===== config.mk =====
export PLATFORM = sky130hd
export DESIGN_NAME = cfg_xact_engine
export DESIGN_NICKNAME = d
export VERILOG_FILES = /design/src/rtl/cfgx_pkg.sv /design/src/rtl/cfgx_decode.sv /design/src/rtl/cfgx_osc_bank.sv /design/src/rtl/cfg_xact_engine.sv
export SDC_FILE = /design/constraint.sdc
export NUM_CORES = 1
export LEC_CHECK = 0
export ABC_AREA = 1
export CORE_UTILIZATION = 40
export CTS_CLUSTER_SIZE = 14
export DETAILED_ROUTE_END_ITERATION = 10
export PLACE_DENSITY = 0.66
export SYNTH_ARGS = -nofsm -noshare
export SYNTH_HDL_FRONTEND = slang
export SYNTH_SLANG_ARGS = --single-unit

===== constraint.sdc =====
create_clock -name clk -period 1.4 [get_ports clk]
set_input_delay 0.28 -clock clk [delete_from_list [all_inputs] [get_ports clk]]
set_output_delay 0.28 -clock clk [all_outputs]
set_load 0.05 [all_outputs]

===== src/rtl/cfgx_pkg.sv =====
package cfgx_pkg;

   localparam int WORD_W = 32;

   typedef enum logic [1:0] {
      REG_DATA = 2'd0,
      REG_CMD  = 2'd1,
      REG_STAT = 2'd2,
      REG_NONE = 2'd3
   } cfgx_reg_e;

   // command word field positions
   localparam int GO_BIT    = 31;
   localparam int DIR_BIT   = 30;
   localparam int BRG_LSB   = 26;
   localparam int BRG_W     = 4;
   localparam int FN_LSB    = 20;
   localparam int FN_W      = 6;
   localparam int SITE_LSB  = 16;
   localparam int SITE_W    = 2;
   localparam int SLOT_LSB  = 12;
   localparam int SLOT_W    = 4;
   localparam int DEV_W     = 12;

   // bits that never hold state in the command register
   localparam logic [WORD_W-1:0] CMD_KEEP_MASK = ~(32'h8000_0000 | 32'h000C_0000);

   // function codes
   localparam logic [FN_W-1:0] FN_OSC    = 6'd1;
   localparam logic [FN_W-1:0] FN_LEVEL  = 6'd2;
   localparam logic [FN_W-1:0] FN_VIDSEL = 6'd7;
   localparam logic [FN_W-1:0] FN_PWROFF = 6'd8;
   localparam logic [FN_W-1:0] FN_RESTART= 6'd9;
   localparam logic [FN_W-1:0] FN_DISPMD = 6'd11;

   localparam logic [SITE_W-1:0] SITE_MAIN = 2'd0;
   localparam logic [SITE_W-1:0] SITE_AUX  = 2'd1;

   typedef struct packed {
      logic ok;
      logic fetch_osc;
      logic fetch_level;
      logic store_osc;
      logic pwroff;
      logic restart;
   } cfgx_act_t;

   function automatic logic [WORD_W-1:0] osc_reset_value(input int idx);
      if (idx == 0)      return 32'd50000000;
      else if (idx == 1) return 32'd23750000;
      else               return 32'd24000000;
   endfunction

endpackage


===== src/rtl/cfgx_decode.sv =====
module cfgx_decode
   import cfgx_pkg::*;
#(
   parameter int NUM_OSC = 6
) (
   input  logic [WORD_W-1:0] cmd_word,
   output cfgx_act_t         act
);

   logic              dir_store;
   logic [BRG_W-1:0]  brg;
   logic [FN_W-1:0]   fn;
   logic [SITE_W-1:0] site;
   logic [SLOT_W-1:0] slot;
   logic [DEV_W-1:0]  dev;
   logic              route_ok;
   logic              on_main;
   logic              dev_zero;
   logic              osc_in_range;

   assign dir_store    = cmd_word[DIR_BIT];
   assign brg          = cmd_word[BRG_LSB +: BRG_W];
   assign fn           = cmd_word[FN_LSB +: FN_W];
   assign site         = cmd_word[SITE_LSB +: SITE_W];
   assign slot         = cmd_word[SLOT_LSB +: SLOT_W];
   assign dev          = cmd_word[DEV_W-1:0];

   assign route_ok     = (brg == '0) && (slot == '0) &&
                         ((site == SITE_MAIN) || (site == SITE_AUX));
   assign on_main      = (site == SITE_MAIN);
   assign dev_zero     = (dev == '0);
   assign osc_in_range = 32'(dev) < 32'(NUM_OSC);

   always_comb begin
      act = '0;
      if (route_ok && on_main) begin
         unique case (fn)
            FN_OSC: begin
               if (osc_in_range) begin
                  act.ok        = 1'b1;
                  act.store_osc = dir_store;
                  act.fetch_osc = !dir_store;
               end
            end
            FN_LEVEL: begin
               if (dev_zero && !dir_store) begin
                  act.ok          = 1'b1;
                  act.fetch_level = 1'b1;
               end
            end
            FN_PWROFF: begin
               if (dev_zero && dir_store) begin
                  act.ok     = 1'b1;
                  act.pwroff = 1'b1;
               end
            end
            FN_RESTART: begin
               if (dev_zero && dir_store) begin
                  act.ok      = 1'b1;
                  act.restart = 1'b1;
               end
            end
            FN_VIDSEL, FN_DISPMD: begin
               act.ok = dev_zero && dir_store;
            end
            default: act = '0;
         endcase
      end
   end

endmodule


===== src/rtl/cfgx_osc_bank.sv =====
module cfgx_osc_bank
   import cfgx_pkg::*;
#(
   parameter int NUM_OSC = 6,
   localparam int IDX_W  = (NUM_OSC > 1) ? $clog2(NUM_OSC) : 1
) (
   input  logic              clk,
   input  logic              rst_n,
   input  logic              wr_en,
   input  logic [IDX_W-1:0]  wr_idx,
   input  logic [WORD_W-1:0] wr_val,
   input  logic [IDX_W-1:0]  rd_idx,
   output logic [WORD_W-1:0] rd_val
);

   logic [WORD_W-1:0] osc_q [NUM_OSC];

   for (genvar g = 0; g < NUM_OSC; g++) begin : g_osc
      localparam logic [WORD_W-1:0] RST_VAL = osc_reset_value(g);
      always_ff @(posedge clk or negedge rst_n) begin
         if (!rst_n)
            osc_q[g] <= RST_VAL;
         else if (wr_en && (wr_idx == IDX_W'(g)))
            osc_q[g] <= wr_val;
      end
   end

   always_comb begin
      rd_val = '0;
      for (int i = 0; i < NUM_OSC; i++) begin
         if (rd_idx == IDX_W'(i))
            rd_val = osc_q[i];
      end
   end

endmodule


===== src/rtl/cfg_xact_engine.sv =====
module cfg_xact_engine
   import cfgx_pkg::*;
#(
   parameter int                NUM_OSC     = 6,
   parameter logic [WORD_W-1:0] LEVEL_VALUE = 32'd3300000
) (
   input  logic              clk,
   input  logic              rst_n,
   input  logic              bus_en,
   input  logic              bus_wr,
   input  logic [1:0]        bus_idx,
   input  logic [WORD_W-1:0] bus_wdata,
   output logic [WORD_W-1:0] bus_rdata,
   output logic              shutdown_req,
   output logic              reboot_req
);

   localparam int OSC_IDX_W = (NUM_OSC > 1) ? $clog2(NUM_OSC) : 1;

   if (NUM_OSC < 1 || NUM_OSC > (1 << DEV_W)) begin : g_bad_osc
      $error("NUM_OSC must lie between 1 and the device field range");
   end

   logic [WORD_W-1:0] data_q;
   logic [WORD_W-1:0] cmd_q;
   logic [1:0]        stat_q;
   logic              pwroff_q;
   logic              restart_q;

   logic              wr_data;
   logic              wr_cmd;
   logic              wr_stat;
   logic              cmd_go;
   cfgx_act_t         act;
   logic [OSC_IDX_W-1:0] osc_idx;
   logic [WORD_W-1:0] osc_val;

   assign wr_data = bus_en && bus_wr && (bus_idx == REG_DATA);
   assign wr_cmd  = bus_en && bus_wr && (bus_idx == REG_CMD);
   assign wr_stat = bus_en && bus_wr && (bus_idx == REG_STAT);
   assign cmd_go  = wr_cmd && bus_wdata[GO_BIT];
   assign osc_idx = bus_wdata[OSC_IDX_W-1:0];

   cfgx_decode #(.NUM_OSC(NUM_OSC)) u_decode (
      .cmd_word (bus_wdata),
      .act      (act)
   );

   cfgx_osc_bank #(.NUM_OSC(NUM_OSC)) u_osc (
      .clk    (clk),
      .rst_n  (rst_n),
      .wr_en  (cmd_go && act.store_osc),
      .wr_idx (osc_idx),
      .wr_val (data_q),
      .rd_idx (osc_idx),
      .rd_val (osc_val)
   );

   always_ff @(posedge clk or negedge rst_n) begin
      if (!rst_n) begin
         data_q    <= '0;
         cmd_q     <= '0;
         stat_q    <= '0;
         pwroff_q  <= 1'b0;
         restart_q <= 1'b0;
      end else begin
         pwroff_q  <= cmd_go && act.pwroff;
         restart_q <= cmd_go && act.restart;
         if (wr_data)
            data_q <= bus_wdata;
         else if (cmd_go && act.fetch_osc)
            data_q <= osc_val;
         else if (cmd_go && act.fetch_level)
            data_q <= LEVEL_VALUE;
         if (wr_cmd)
            cmd_q <= bus_wdata & CMD_KEEP_MASK;
         if (wr_stat)
            stat_q <= bus_wdata[1:0];
         else if (cmd_go)
            stat_q <= {!act.ok, 1'b1};
      end
   end

   always_comb begin
      unique case (bus_idx)
         REG_DATA: bus_rdata = data_q;
         REG_CMD:  bus_rdata = cmd_q;
         REG_STAT: bus_rdata = {{(WORD_W-2){1'b0}}, stat_q};
         default:  bus_rdata = '0;
      endcase
   end

   assign shutdown_req = pwroff_q;
   assign reboot_req   = restart_q;

endmodule


==> flow_results.org, run 1 <==
** Floorplan
- From bottom edge to top edge, the die measures 177 µm.
- The floorplan step defined a die boundary enclosing 31300 µm².
- Overall die width :: 177 µm
- Row count :: 63
- During I/O placement, the number of pins put on the boundary was 72.
- The region available for standard cell placement spans 29900 µm².
- Starting density of the core :: 40.9%

** Clocking
- TritonCTS built the clock tree.
- Deepest clock path buffer count :: 3
- Clock Sinks :: 257
- H-tree depth :: 1
- Insertion delay of the later-clocked pin in the worst-skew pair :: 0.54 ns
- Clock root cell :: sky130_fd_sc_hd__clkbuf_16
- After clock tree synthesis, the clock-pin slew on the worst setup and hold paths is 0.07 ns.
- In this run, CTS created clock tree buffers numbering 28.

** Status
- The checks that failed: setup timing.
- The run finished, with violations left.

** Global routing
- Grt total ovfl :: 0
- Met1 layer usage reported by global route :: 38.6%
- Global routing used 29.6% of the available tracks across all layers.
- In the global route stage, met2 resource usage came out at 47.2%.
- For this run, global-route usage on met3 was measured as 5.13%.
- GRT busiest layer :: met2
- Via count of the first global-routing pass :: 12400
- Antenna violations before repair :: 1
- Pin count of the biggest net entering global routing :: 51
- The first global-routing pass estimated 71.0 mm of wire.

** Worst setup path
- Capture point of the worst reg-to-reg path :: data_q[7]
- Req. time, crit path :: 1.12 ns
- Measured in cells, the most critical reg-to-reg path has a length of 8.
- In this run the worst path has a maximum fanout of 2.
- Worst setup SP type :: flip-flop
- Register-to-Register Setup Slack :: 0.14 ns
- Cell Chain, Critical Path :: inv_2 -> o211ai_1 -> clkbuf_16
- The worst setup path is of the flip-flop to output port kind.
- Crit-path slowest cell :: sky130_fd_sc_hd__dfrtp_1
- Worst EP arrival :: 1.49 ns
- Reg-to-Reg Start :: u_osc.osc_q[167]
- Largest stage delay on the critical path :: 0.36 ns
- STA classifies the critical path endpoint as an output port.

** Timing
- Time the worst path needs with I/O delays and setup :: 1.77 ns
- For the pin with the worst max-slew slack, the measured transition is 0.322 ns.
- The number of max-slew violations in the final report was 0.
- Measured against its own limit, the worst slew margin works out to 78.5%.
- In the post-route analysis, the smallest setup slack over all paths is -0.367 ns.
- Maximum clock rate :: 566 MHz
- Tcrit/Tclk final :: 126%
- Clock skew :: 0.0127 ns
- Setup repair after global routing could not meet its margin everywhere.
- Final Hold Violating Endpoints :: 0
- Count of final setup violators :: 52
- Final-layout worst hold slack :: 0.0429 ns

** Min path
- For hold timing, the worst endpoint is cmd_q[3].
- Number of cells on the worst hold path :: 3
- Class of the most critical hold timing path :: input port to flip-flop
- The startpoint identified for the worst hold timing path is bus_wdata[3].

** Job
- Number of maximum-capacitance violations :: 0

** Layout
- The final layout contains 1815 nets.
- Once layout is complete, the utilization of the core stands at 61.9%.
- Leaving out fill and tap cells, the most frequent cell in the layout is sky130_fd_sc_hd__nand2_1.
- Leaving out filler cells and counting taps, the final layout contains 2190.
- Area growth from synthesis to layout :: 51.2%
- Commonest cells after routing, fill and taps aside :: 399 x sky130_fd_sc_hd__nand2_1, 193 x sky130_fd_sc_hd__dfrtp_1, 179 x sky130_fd_sc_hd__buf_4
- Fraction of final layout cells sized beyond drive strength 1 :: 40.4%
- After routing the design area is 18500 µm².

** Placement
- Number of port buffers :: 71
- Detailed placement ended at an HPWL of 25.5 mm.
- Place WS :: -0.943 ns
- Weighted congestion at the end of routability-driven global placement :: 0.946
- Instance area after placement :: 15100 µm²
- Instance count after placement with tap cells included :: 2034

** Pwr
- Part of the power in registers :: 41.7%
- Part of the power in combinational logic :: 20.0%
- Cell internal power was estimated by the tool at 0.0137 W.
- The clock network burns 38.3% of the power.
- The analysis attributes to net switching a power of 0.00554 W.
- Summed over all cells, the static leakage comes to 8.41 nW.
- Power Dens Cells :: 1040 nW/µm²
- Net switching is 28.8% of the power.
- IR analysis of the VDD net gives a maximum drop of 0.981 mV.

** Yosys
- Yosys warns :: 0
- Netlist Area Pre-Place :: 12200 µm²
- After synthesis, the netlist uses 30 different library cells.
- Syn_nets :: 1522
- Seq/Total Area, Yosys :: 53.3%
- Number of register bits inferred by synthesis :: 257
- Synth Instances :: 1484
- After synthesis, the mean cell area works out to 8.24 µm².

** Detailed routing
- Routed wire per std cell :: 21.7 µm
- In the routed layout, each cell is associated on average with a via count of 5.75.
- The detail route stage leaves a number of antenna-violating nets equal to 0.
- The first TritonRoute pass finished after 6 iterations.
- Remaining design rule violation count :: 0
- The first routing iteration left 1313 violations.
- Detailed routing inserted a total of 12600 vias.
- Wires add up to 47.6 mm.
==> critical path: cells and delay by family (launching register included) <==
kind,cells,cell delay [ns]
compound gates,1,0.29
flops,1,0.36
buf+inv,2,0.29
==> synth_stat cells, drive strengths merged <==
master  number  share of area, %
clkbuf      44               1.4
inv         84               2.6
nand2      481                15
nor3         4              0.34
a21oi       45               1.8
dfstp       64                14
o22a         1             0.072
xnor2        1             0.072
nand4       52               2.7
buf         45               2.9
nand3       95               4.0
clkinv       3             0.092
o21ai      241                11
dfrtp      193                40
mux2        13               1.2
nor2       116               3.9
o211ai       2              0.12
==> area by class of cell <==
| class | count | area [µm²] |
|---|---|---|
| flip-flops and latches | 257 | 6510 |
| well taps | 390 | 488 |
| fillers | 2242 | 11400 |
| clock buffers | 47 | 853 |
| clock inverters | 5 | 56.3 |
| diodes | 1 | 2.50 |
| repair buffers | 350 | 4290 |
| inverters | 87 | 342 |
| multi-input cells | 1053 | 5950 |
==> cell families after synthesis <==
logic type,share of synthesized area [%]
AO/OA/AOI/OAI,12.6
XOR/XNOR,0.0717
buffers and inverters,6.93
flip-flops,53.3
multiplexers,1.20
AND/OR/NAND/NOR,25.9
==> layer usage <==
| layer | up-vias | part of all wire, % |
|---|---|---|
| li1 | 5484 | - |
| met3 | 190 | 9.3 |
| met1 | 6159 | 39 |
| met4 | 0 | 6.1 |
| met5 | - | 0 |
| met2 | 765 | 46 |
==> what timing repair did <==
action                     4_1_cts  5_1_grt
setup endpoints to repair      259      228
setup buffers                   53       18
cloned                          27       11
hold buffers                     1        0
resized for setup              317      124
pin swaps                       64       62
hold endpoints to repair       200        0
==> power groups by stage <==
stage               clock [W]  combinational, W  sequential, W
detailed placement          0           0.00322        0.00810
CTS                   0.00737           0.00370        0.00800
floorplan                   0           0.00146        0.00806
global placement            0           0.00319        0.00809
global route          0.00771           0.00405        0.00806
finish                0.00736           0.00384        0.00802
==> per-stage QoR <==
stage | TNS, ns | total power (W)
2_1_floorplan | -59.66 | 0.00951
4_1_cts | -7.83 | 0.0191
6_report | -7.27 | 0.0192
3_5_place_dp | -230.40 | 0.0113
5_1_grt | -10.85 | 0.0198
3_3_place_gp | -214.92 | 0.0113
==> worst max path at each step <==
stage                  start          endpoint  cells past startpoint
2_1_floorplan  bus_wdata[25]  u_osc.osc_q[123]                      9
3_3_place_gp   bus_wdata[16]   u_osc.osc_q[84]                     12
3_5_place_dp   bus_wdata[16]   u_osc.osc_q[70]                     12
4_1_cts            data_q[1]      bus_rdata[1]                      3
5_1_grt            data_q[1]      bus_rdata[1]                      3
6_report           data_q[1]      bus_rdata[1]                      3
==> flip-flops by register name (all words and copies together) (netlist names) <==
| register | count |
|---|---|
| u_osc.osc_q | 192 |
| data_q | 32 |
| cmd_q | 29 |
| stat_q | 2 |
| reboot_req | 1 |
| shutdown_req | 1 |
(Power assumes the default switching activity.)
==> inputs of run 2 (changes only) <==
Settings changed: CORE_MARGIN set to 8.
==> flow_results.org, run 2 (same netlist as run 1, synthesis figures left out) <==
** Global routing
- The global-route total usage across every layer was 27.8% (was 29.6%).
- Via count of the first global-routing pass :: 13500 (was 12400)
- The wire length of the first global-routing pass was 79.3 mm (was 71.0 mm).
- Antenna violations before repair :: 0 (was 1)
- Pin count of the biggest net entering global routing :: 39 (was 51)
- The overall overflow remaining after global route was 0 (unchanged).

** Layout
- The area overhead of the layout relative to synthesis was 67.9% (was 51.2%).
- The number of nets in the layout was 1863 (was 1815).
- The number of flip-flops in the largest register was 192 (unchanged).
- Register name with the most flops :: u_osc.osc_q (unchanged)
- FILL cells :: 1777 (was 2242)
- The non-filler instance count after layout came to 2242 (was 2190).
- Commonest cells after routing, fill and taps aside: 286 x sky130_fd_sc_hd__nand2_1, 201 x sky130_fd_sc_hd__buf_4, 193 x sky130_fd_sc_hd__dfrtp_1 (was 399 x sky130_fd_sc_hd__nand2_1, 193 x sky130_fd_sc_hd__dfrtp_1, 179 x sky130_fd_sc_hd__buf_4).
- The share of cells above drive strength 1 is 53.8% (was 40.4%).
- The post-route standard cell area excluding fillers was 20500 µm² (was 18500 µm²).
- Most common library cell in the layout ignoring fill and taps :: sky130_fd_sc_hd__nand2_1 (unchanged)
- Largest registers: u_osc.osc_q (192), data_q (32), cmd_q (29) (unchanged).

** Timing
- Least setup slack across all paths after layout :: -0.485 ns (was -0.367 ns)
- Transition time of the tightest slew-check pin :: 0.431 ns (was 0.322 ns)
- The clock tree skew after final layout was 0.0154 ns (was 0.0127 ns).
- Count of final setup violators :: 210 (was 52)
- The headroom to the max-slew limit came to 71.2% (was 78.5%).
- Tcrit/Tclk final :: 135% (was 126%)
- Setup TNS Final :: -32.00 ns (was -7.27 ns)
- The number of max-slew violations in the final report was 0 (unchanged).
- The minimum clock period after layout was 1.89 ns (was 1.77 ns).
- RSZ-0062 raised after global routing: true (unchanged).
- Maximum clock rate :: 530 MHz (was 566 MHz)
- Final Hold Violating Endpoints :: 0 (unchanged)

** Pwr
- Part of the power in registers :: 39.7% (was 41.7%)
- Overall power after layout :: 0.0203 W (was 0.0192 W)
- IR drop worst, VDD :: 1.11 mV (was 0.981 mV)
- Switching share of power :: 30.2% (was 28.8%)
- The logic gate share of total power is 21.7% (was 20.0%).
- The net switching power is 0.00613 W (was 0.00554 W).
- Power Dens Cells :: 988 nW/µm² (was 1040 nW/µm²)
- The static leakage is 9.09 nW (was 8.41 nW).
- The part of the power in the clock network is 38.6% (was 38.3%).
- Pint :: 0.0142 W (was 0.0137 W)

** Floorplan
- Area inside the core boundary :: 30300 µm² (was 29900 µm²)
- The overall die height was 191 µm (was 177 µm).
- Row count :: 64 (was 63)
- The die outline area came to 36400 µm² (was 31300 µm²).
- The I/O pin total was 72 (unchanged).
- The width of the chip was 191 µm (was 177 µm).
- Starting density of the core :: 40.3% (was 40.9%)

** Placement
- Instance count after placement with tap cells included :: 2045 (was 2034)
- The last weighted congestion value of the routability-driven placer came to 0.870 (was 0.946).
- Half-perimeter wire length after placement :: 25.6 mm (was 25.5 mm)
- The placement-stage cell area is 15300 µm² (was 15100 µm²).
- The count of buffers inserted at the top-level ports was 71 (unchanged).

** Worst setup path
- The critical-path maximum fanout came to 2 (unchanged).
- The endpoint of the worst-slack reg-to-reg timing path was data_q[9] (was data_q[7]).
- Type of element capturing the critical path :: output port (unchanged)
- Worst setup SP type :: flip-flop (unchanged)
- Category of the most critical setup path :: flip-flop to output port (unchanged)
- The worst reg-to-reg path cell count came to 8 (unchanged).
- Register-to-Register Setup Slack :: -0.01 ns (was 0.14 ns)
- Req. time, crit path :: 1.12 ns (about the same)
- The beginning of the critical path was data_q[1] (unchanged).
- CP endpoint :: bus_rdata[1] (unchanged)
- The worst endpoint data arrival time is 1.61 ns (was 1.49 ns).
- Reg-to-Reg Start :: u_osc.osc_q[73] (was u_osc.osc_q[167])

** Detailed routing
- Remaining design rule violation count :: 0 (unchanged)
- The remaining antenna violation count after routing came to 0 (unchanged).
- The routed wire length is 59.5 mm (was 47.6 mm).
- The routed via count came to 14000 (was 12600).
- The routed wirelength normalized by instance count was 26.5 µm (was 21.7 µm).
- The via count normalized by instance count is 6.26 (was 5.75).
- Iteration-0 DRC Markers :: 2020 (was 1313)
- The iteration count of the initial detailed-routing pass was 6 (unchanged).

** Clocking
- Insertion delay of the later-clocked pin in the worst-skew pair :: 0.55 ns (was 0.54 ns)
- Deepest clock path buffer count :: 3 (unchanged)
- H-tree depth :: 1 (unchanged)
- The buffer cell driving the clock tree root is sky130_fd_sc_hd__clkbuf_16 (unchanged).
- Clock Sinks :: 257 (unchanged)
- TritonCTS clock tree :: done (unchanged)
- Clk pin slew, worst setup/hold paths :: 0.07 ns (about the same)
- The clock buffer count from CTS came to 27 (was 28).

** Min path
- Class of the most critical hold timing path :: input port to flip-flop (unchanged)
- Worst Hold Launch :: bus_wdata[17] (was bus_wdata[3])

** Status
- Violated checks :: setup timing (unchanged)
- Status :: finished with violations (unchanged)

** Job
- Number of maximum-capacitance violations :: 0 (unchanged)
==> run 2: cell count changes in the layout (fill, tap and decap cells not counted), sizes merged <==
cell           change
buf               +53
bufbuf             -1
bufinv             +3
clkbuf            -14
clkdlybuf4s15      -1
clkdlybuf4s50      +1
clkinv             +5
clkinvlp           +2
dlygate4sd2        -2
inv                -1
nand2              +1
==> run 2: cell type report <==
class / instances / area, µm² / area share [%]
Inverter: 87 / 343 / 1.67
Tap cell: 396 / 495 / 2.41
Timing Repair Buffer: 398 / 5020 / 24.5
Clock inverter: 14 / 179 / 0.872
Sequential cell: 257 / 6510 / 31.7
Multi-Input combinational cell: 1054 / 7210 / 35.1
Clock buffer: 35 / 766 / 3.73
Antenna cell: 1 / 2.50 / 0.0122
==> run 2: worst min path at each step <==
stage                 end  slack, ns  cells past startpoint
6_report        cmd_q[17]       0.02                      3
5_1_grt        data_q[15]       0.03                      3
4_1_cts         cmd_q[17]       0.02                      3
3_5_place_dp   data_q[22]       0.21                      1
3_3_place_gp   data_q[22]       0.21                      1
2_1_floorplan    cmd_q[0]      -0.02                      0
==> run 2: routing by layer <==
metal | vias to the layer above | share of wire (%) | track usage, %
li1 | 5609 | - | -
met1 | 6718 | 34 | 34.0
met2 | 1247 | 45 | 44.2
met3 | 462 | 12 | 7.02
met4 | 0 | 8.4 | 16.1
met5 | - | 0 | 0
==> run 2: power groups by stage <==
stage,Combinational [W],Clock [W],Sequential [W]
floorplan,0.00146,0,0.00806
global placement,0.00322,0,0.00809
detailed placement,0.00324,0,0.00811
CTS,0.00381,0.00767,0.00802
global route,0.00456,0.00810,0.00809
finish,0.00439,0.00783,0.00806
==> run 2: repair_timing <==
item / 4_1_cts / 5_1_grt
hold buffers: 1 / 0
pin swaps: 66 / 54
gates resized for setup: 506 / 302
cloned: 45 / 4
endpoints found under the setup margin: 282 / 257
setup buffers: 79 / 38
endpoints found under the hold margin: 146 / 0
==> run 2: per-stage QoR <==
step	hold WS, ns	worst slack, ns	utilization (%)
finish	0.0156	-0.485	67.6
CTS	0.0187	-0.395	63.9
global placement	0.210	-0.910	50.3
global route	0.0322	-0.548	67.6
detailed placement	0.206	-0.938	50.3
floorplan	-0.0156	-0.334	-
==> run 2: critical path: stages, from the launching register on <==
cell,delay [ns]
sky130_fd_sc_hd__dfrtp_1,0.40
sky130_fd_sc_hd__inv_1,0.12
sky130_fd_sc_hd__o211ai_1,0.36
sky130_fd_sc_hd__buf_12,0.19
==> inputs of run 3 (changes only) <==
Settings changed: CTS_CLUSTER_DIAMETER set to 100.
==> flow_results.org, run 3 (same netlist as run 1, synthesis figures left out) <==
** Global routing
- The global-route total usage across every layer is 26.7% (was 27.8%).
- First-pass GRT wire length :: 76.8 mm (was 79.3 mm)
- The maximum number of pins on one net before global-route repair was 39 (unchanged).
- Via count of the first global-routing pass :: 13500 (about the same)
- Antenna violations before repair :: 0 (unchanged)
- Grt total ovfl :: 0 (unchanged)

** Job
- The count of maximum capacitance violations came to 0 (unchanged).

** Timing
- Final Hold Violating Endpoints :: 0 (unchanged)
- The final-layout setup total negative slack is -47.63 ns (was -32.00 ns).
- The number of max-slew violations in the final report came to 0 (unchanged).
- The minimum clock period after layout was 1.90 ns (was 1.89 ns).
- RSZ-0062 raised after global routing :: true (unchanged)
- The clock tree skew after final layout came to 0.0209 ns (was 0.0154 ns).
- The transition time at the pin with the least slew margin came to 0.543 ns (was 0.431 ns).
- Tcrit/Tclk final :: 136% (was 135%)
- The headroom to the max-slew limit was 63.8% (was 71.2%).
- Count of final setup violators :: 228 (was 210)
- Maximum clock rate :: 525 MHz (was 530 MHz)
- Least setup slack across all paths after layout :: -0.504 ns (was -0.485 ns)

** Placement
- The half-perimeter wire length of the detailed placement result was 25.6 mm (unchanged).
- The number of placed instances with taps included came to 2045 (unchanged).
- The count of buffers inserted at the top-level ports is 71 (unchanged).
- The last weighted congestion value of the routability-driven placer came to 0.870 (unchanged).
- The placement-stage cell area is 15300 µm² (unchanged).

** Worst setup path
- The endpoint of the worst-slack reg-to-reg timing path is data_q[5] (was data_q[9]).
- CP Launch Point :: data_q[1] (unchanged)
- Worst setup SP type :: flip-flop (unchanged)
- Register-to-Register Setup Slack :: -0.08 ns (was -0.01 ns)
- The critical-path cell with the highest stage delay was sky130_fd_sc_hd__dfrtp_1 (unchanged).
- Reg-to-Reg Start :: u_osc.osc_q[133] (was u_osc.osc_q[73])
- The worst reg-to-reg path cell count is 8 (unchanged).
- CP endpoint :: bus_rdata[1] (unchanged)
- Largest driver fanout on the critical path :: 2 (unchanged)
- The nature of the critical path endpoint was an output port (unchanged).
- The required time of the worst setup path is 1.12 ns (about the same).
- Category of the most critical setup path :: flip-flop to output port (unchanged)
- Worst EP arrival :: 1.62 ns (was 1.61 ns)
- Largest stage delay on the critical path :: 0.38 ns (was 0.40 ns)
- Cell Chain, Critical Path :: inv_2 -> o211ai_1 -> clkbuf_16 (was inv_1 -> o211ai_1 -> buf_12)

** Min path
- The worst min-delay path class is input port to flip-flop (unchanged).

** Detailed routing
- The iteration count of the initial detailed-routing pass is 6 (unchanged).
- Iteration-0 DRC Markers :: 1885 (was 2020)
- Remaining design rule violation count :: 0 (unchanged)
- WL final :: 59.4 mm (was 59.5 mm)
- Antenna Violating Nets Remaining :: 0 (unchanged)
- Detailed-route vias per instance :: 6.34 (was 6.26)
- Detailed-route via count :: 14200 (was 14000)
- The routed wirelength normalized by instance count came to 26.4 µm (was 26.5 µm).

** Clocking
- Clock buffers created by TritonCTS :: 22 (was 27)
- The insertion delay of the later-clocked pin in the worst-skew pair was 0.55 ns (about the same).
- The maximum level of the CTS H-tree was 1 (unchanged).
- The clock tree from TritonCTS is done (unchanged).
- The number of sinks handled by clock tree synthesis was 257 (unchanged).
- Clock root cell :: sky130_fd_sc_hd__clkbuf_16 (unchanged)
- Clk pin slew, worst setup/hold paths :: 0.07 ns (about the same)
- Deepest clock path buffer count :: 3 (unchanged)

** Floorplan
- The I/O pin total is 72 (unchanged).
- Overall die area :: 36400 µm² (unchanged)
- The standard cell core area was 30300 µm² (unchanged).
- The initial core utilization came to 40.3% (unchanged).
- Overall die width :: 191 µm (unchanged)
- DIE HEIGHT :: 191 µm (unchanged)
- The cell row count came to 64 (unchanged).

** Layout
- The area overhead of the layout relative to synthesis came to 67.8% (was 67.9%).
- Register area :: 6510 µm² (unchanged)
- Commonest cells after routing, fill and taps aside: 277 x sky130_fd_sc_hd__nand2_1, 194 x sky130_fd_sc_hd__buf_4, 193 x sky130_fd_sc_hd__dfrtp_1 (was 286 x sky130_fd_sc_hd__nand2_1, 201 x sky130_fd_sc_hd__buf_4, 193 x sky130_fd_sc_hd__dfrtp_1).
- The fill cell total of the finished layout is 1774 (was 1777).
- The non-filler instance count after layout is 2247 (was 2242).
- The post-route standard cell area excluding fillers came to 20500 µm² (about the same).
- The number of flip-flops in the largest register came to 192 (unchanged).
- Number of antenna diodes :: 0 (was 1)
- Largest registers: u_osc.osc_q (192), data_q (32), cmd_q (29) (unchanged).
- Register name with the most flops :: u_osc.osc_q (unchanged)
- Combined area of the multi-input logic cells :: 7240 µm² (was 7210 µm²)
- The post-layout utilization of the core was 67.6% (about the same).
- Most common library cell in the layout ignoring fill and taps :: sky130_fd_sc_hd__nand2_1 (unchanged)
- The share of cells above drive strength 1 came to 55.2% (was 53.8%).
- The number of nets in the layout is 1874 (was 1863).

** Status
- Status: finished with violations (unchanged).
- Violated checks: setup timing (unchanged).

** Pwr
- Power Dens Cells :: 903 nW/µm² (was 988 nW/µm²)
- The static leakage is 9.09 nW (about the same).
- IR drop worst, VDD :: 1.14 mV (was 1.11 mV)
## run 3: how the worst min path moves through the flow
| stage | startpoint | end | slack, ns | cells after the start |
|---|---|---|---|---|
| 2_1_floorplan | rst_n | cmd_q[0] | -0.02 | 0 |
| 3_3_place_gp | rst_n | data_q[22] | 0.21 | 1 |
| 3_5_place_dp | rst_n | data_q[22] | 0.21 | 1 |
| 4_1_cts | bus_wdata[17] | cmd_q[17] | 0.04 | 3 |
| 5_1_grt | bus_wdata[20] | shutdown_req | 0.04 | 3 |
| 6_report | bus_wdata[20] | shutdown_req | 0.02 | 3 |
## run 3: area by class of cell
class	instances	area share, %
Tap cell	396	2.42
Clock buffer	38	3.08
Inverter	87	1.66
Multi-Input combinational cell	1051	35.3
Sequential cell	257	31.7
Clock inverter	1	0.0549
Timing Repair Buffer	417	25.8
## run 3: critical path, delay by kind of cell (launching register included)
kind / cells / cell delay (ns)
buf+inv: 2 / 0.33
flops: 1 / 0.38
compound gates: 1 / 0.37
## run 3: routing by layer
layer / global-route usage [%] / routed length [µm] / vias to the layer above
li1: - / - / 5612
met1: 32.8 / 20000 / 6761
met2: 43.2 / 26500 / 1400
met3: 6.07 / 7900 / 465
met4: 14.8 / 4950 / 0
met5: 0 / 0 / -
## run 3: what timing repair did
item / in CTS / in global routing
gates resized for setup: 518 / 350
endpoints found under the setup margin: 283 / 259
buffers inserted: 89 / 38
pin swaps: 68 / 52
endpoints found under the hold margin: 126 / 0
hold buffers: 1 / 0
gates cloned: 40 / 11
## run 3: stage by stage
| stage | power, W | worst slack (ns) | hold slack, ns |
|---|---|---|---|
| floorplan | 0.00951 | -0.334 | -0.0156 |
| detailed placement | 0.0114 | -0.938 | 0.206 |
| finish | 0.0185 | -0.504 | 0.0235 |
| global placement | 0.0113 | -0.910 | 0.210 |
| global route | 0.0189 | -0.537 | 0.0354 |
| CTS | 0.0178 | -0.397 | 0.0395 |
## run 3: power breakdown
| part | leakage (nW) | internal (W) | switching (W) |
|---|---|---|---|
| clock | 0.307 | 0.00308 | 0.00300 |
| sequential | 3.25 | 0.00779 | 0.000251 |
| combinational | 5.53 | 0.00177 | 0.00263 |
| total | 9.09 | 0.0126 | 0.00588 |
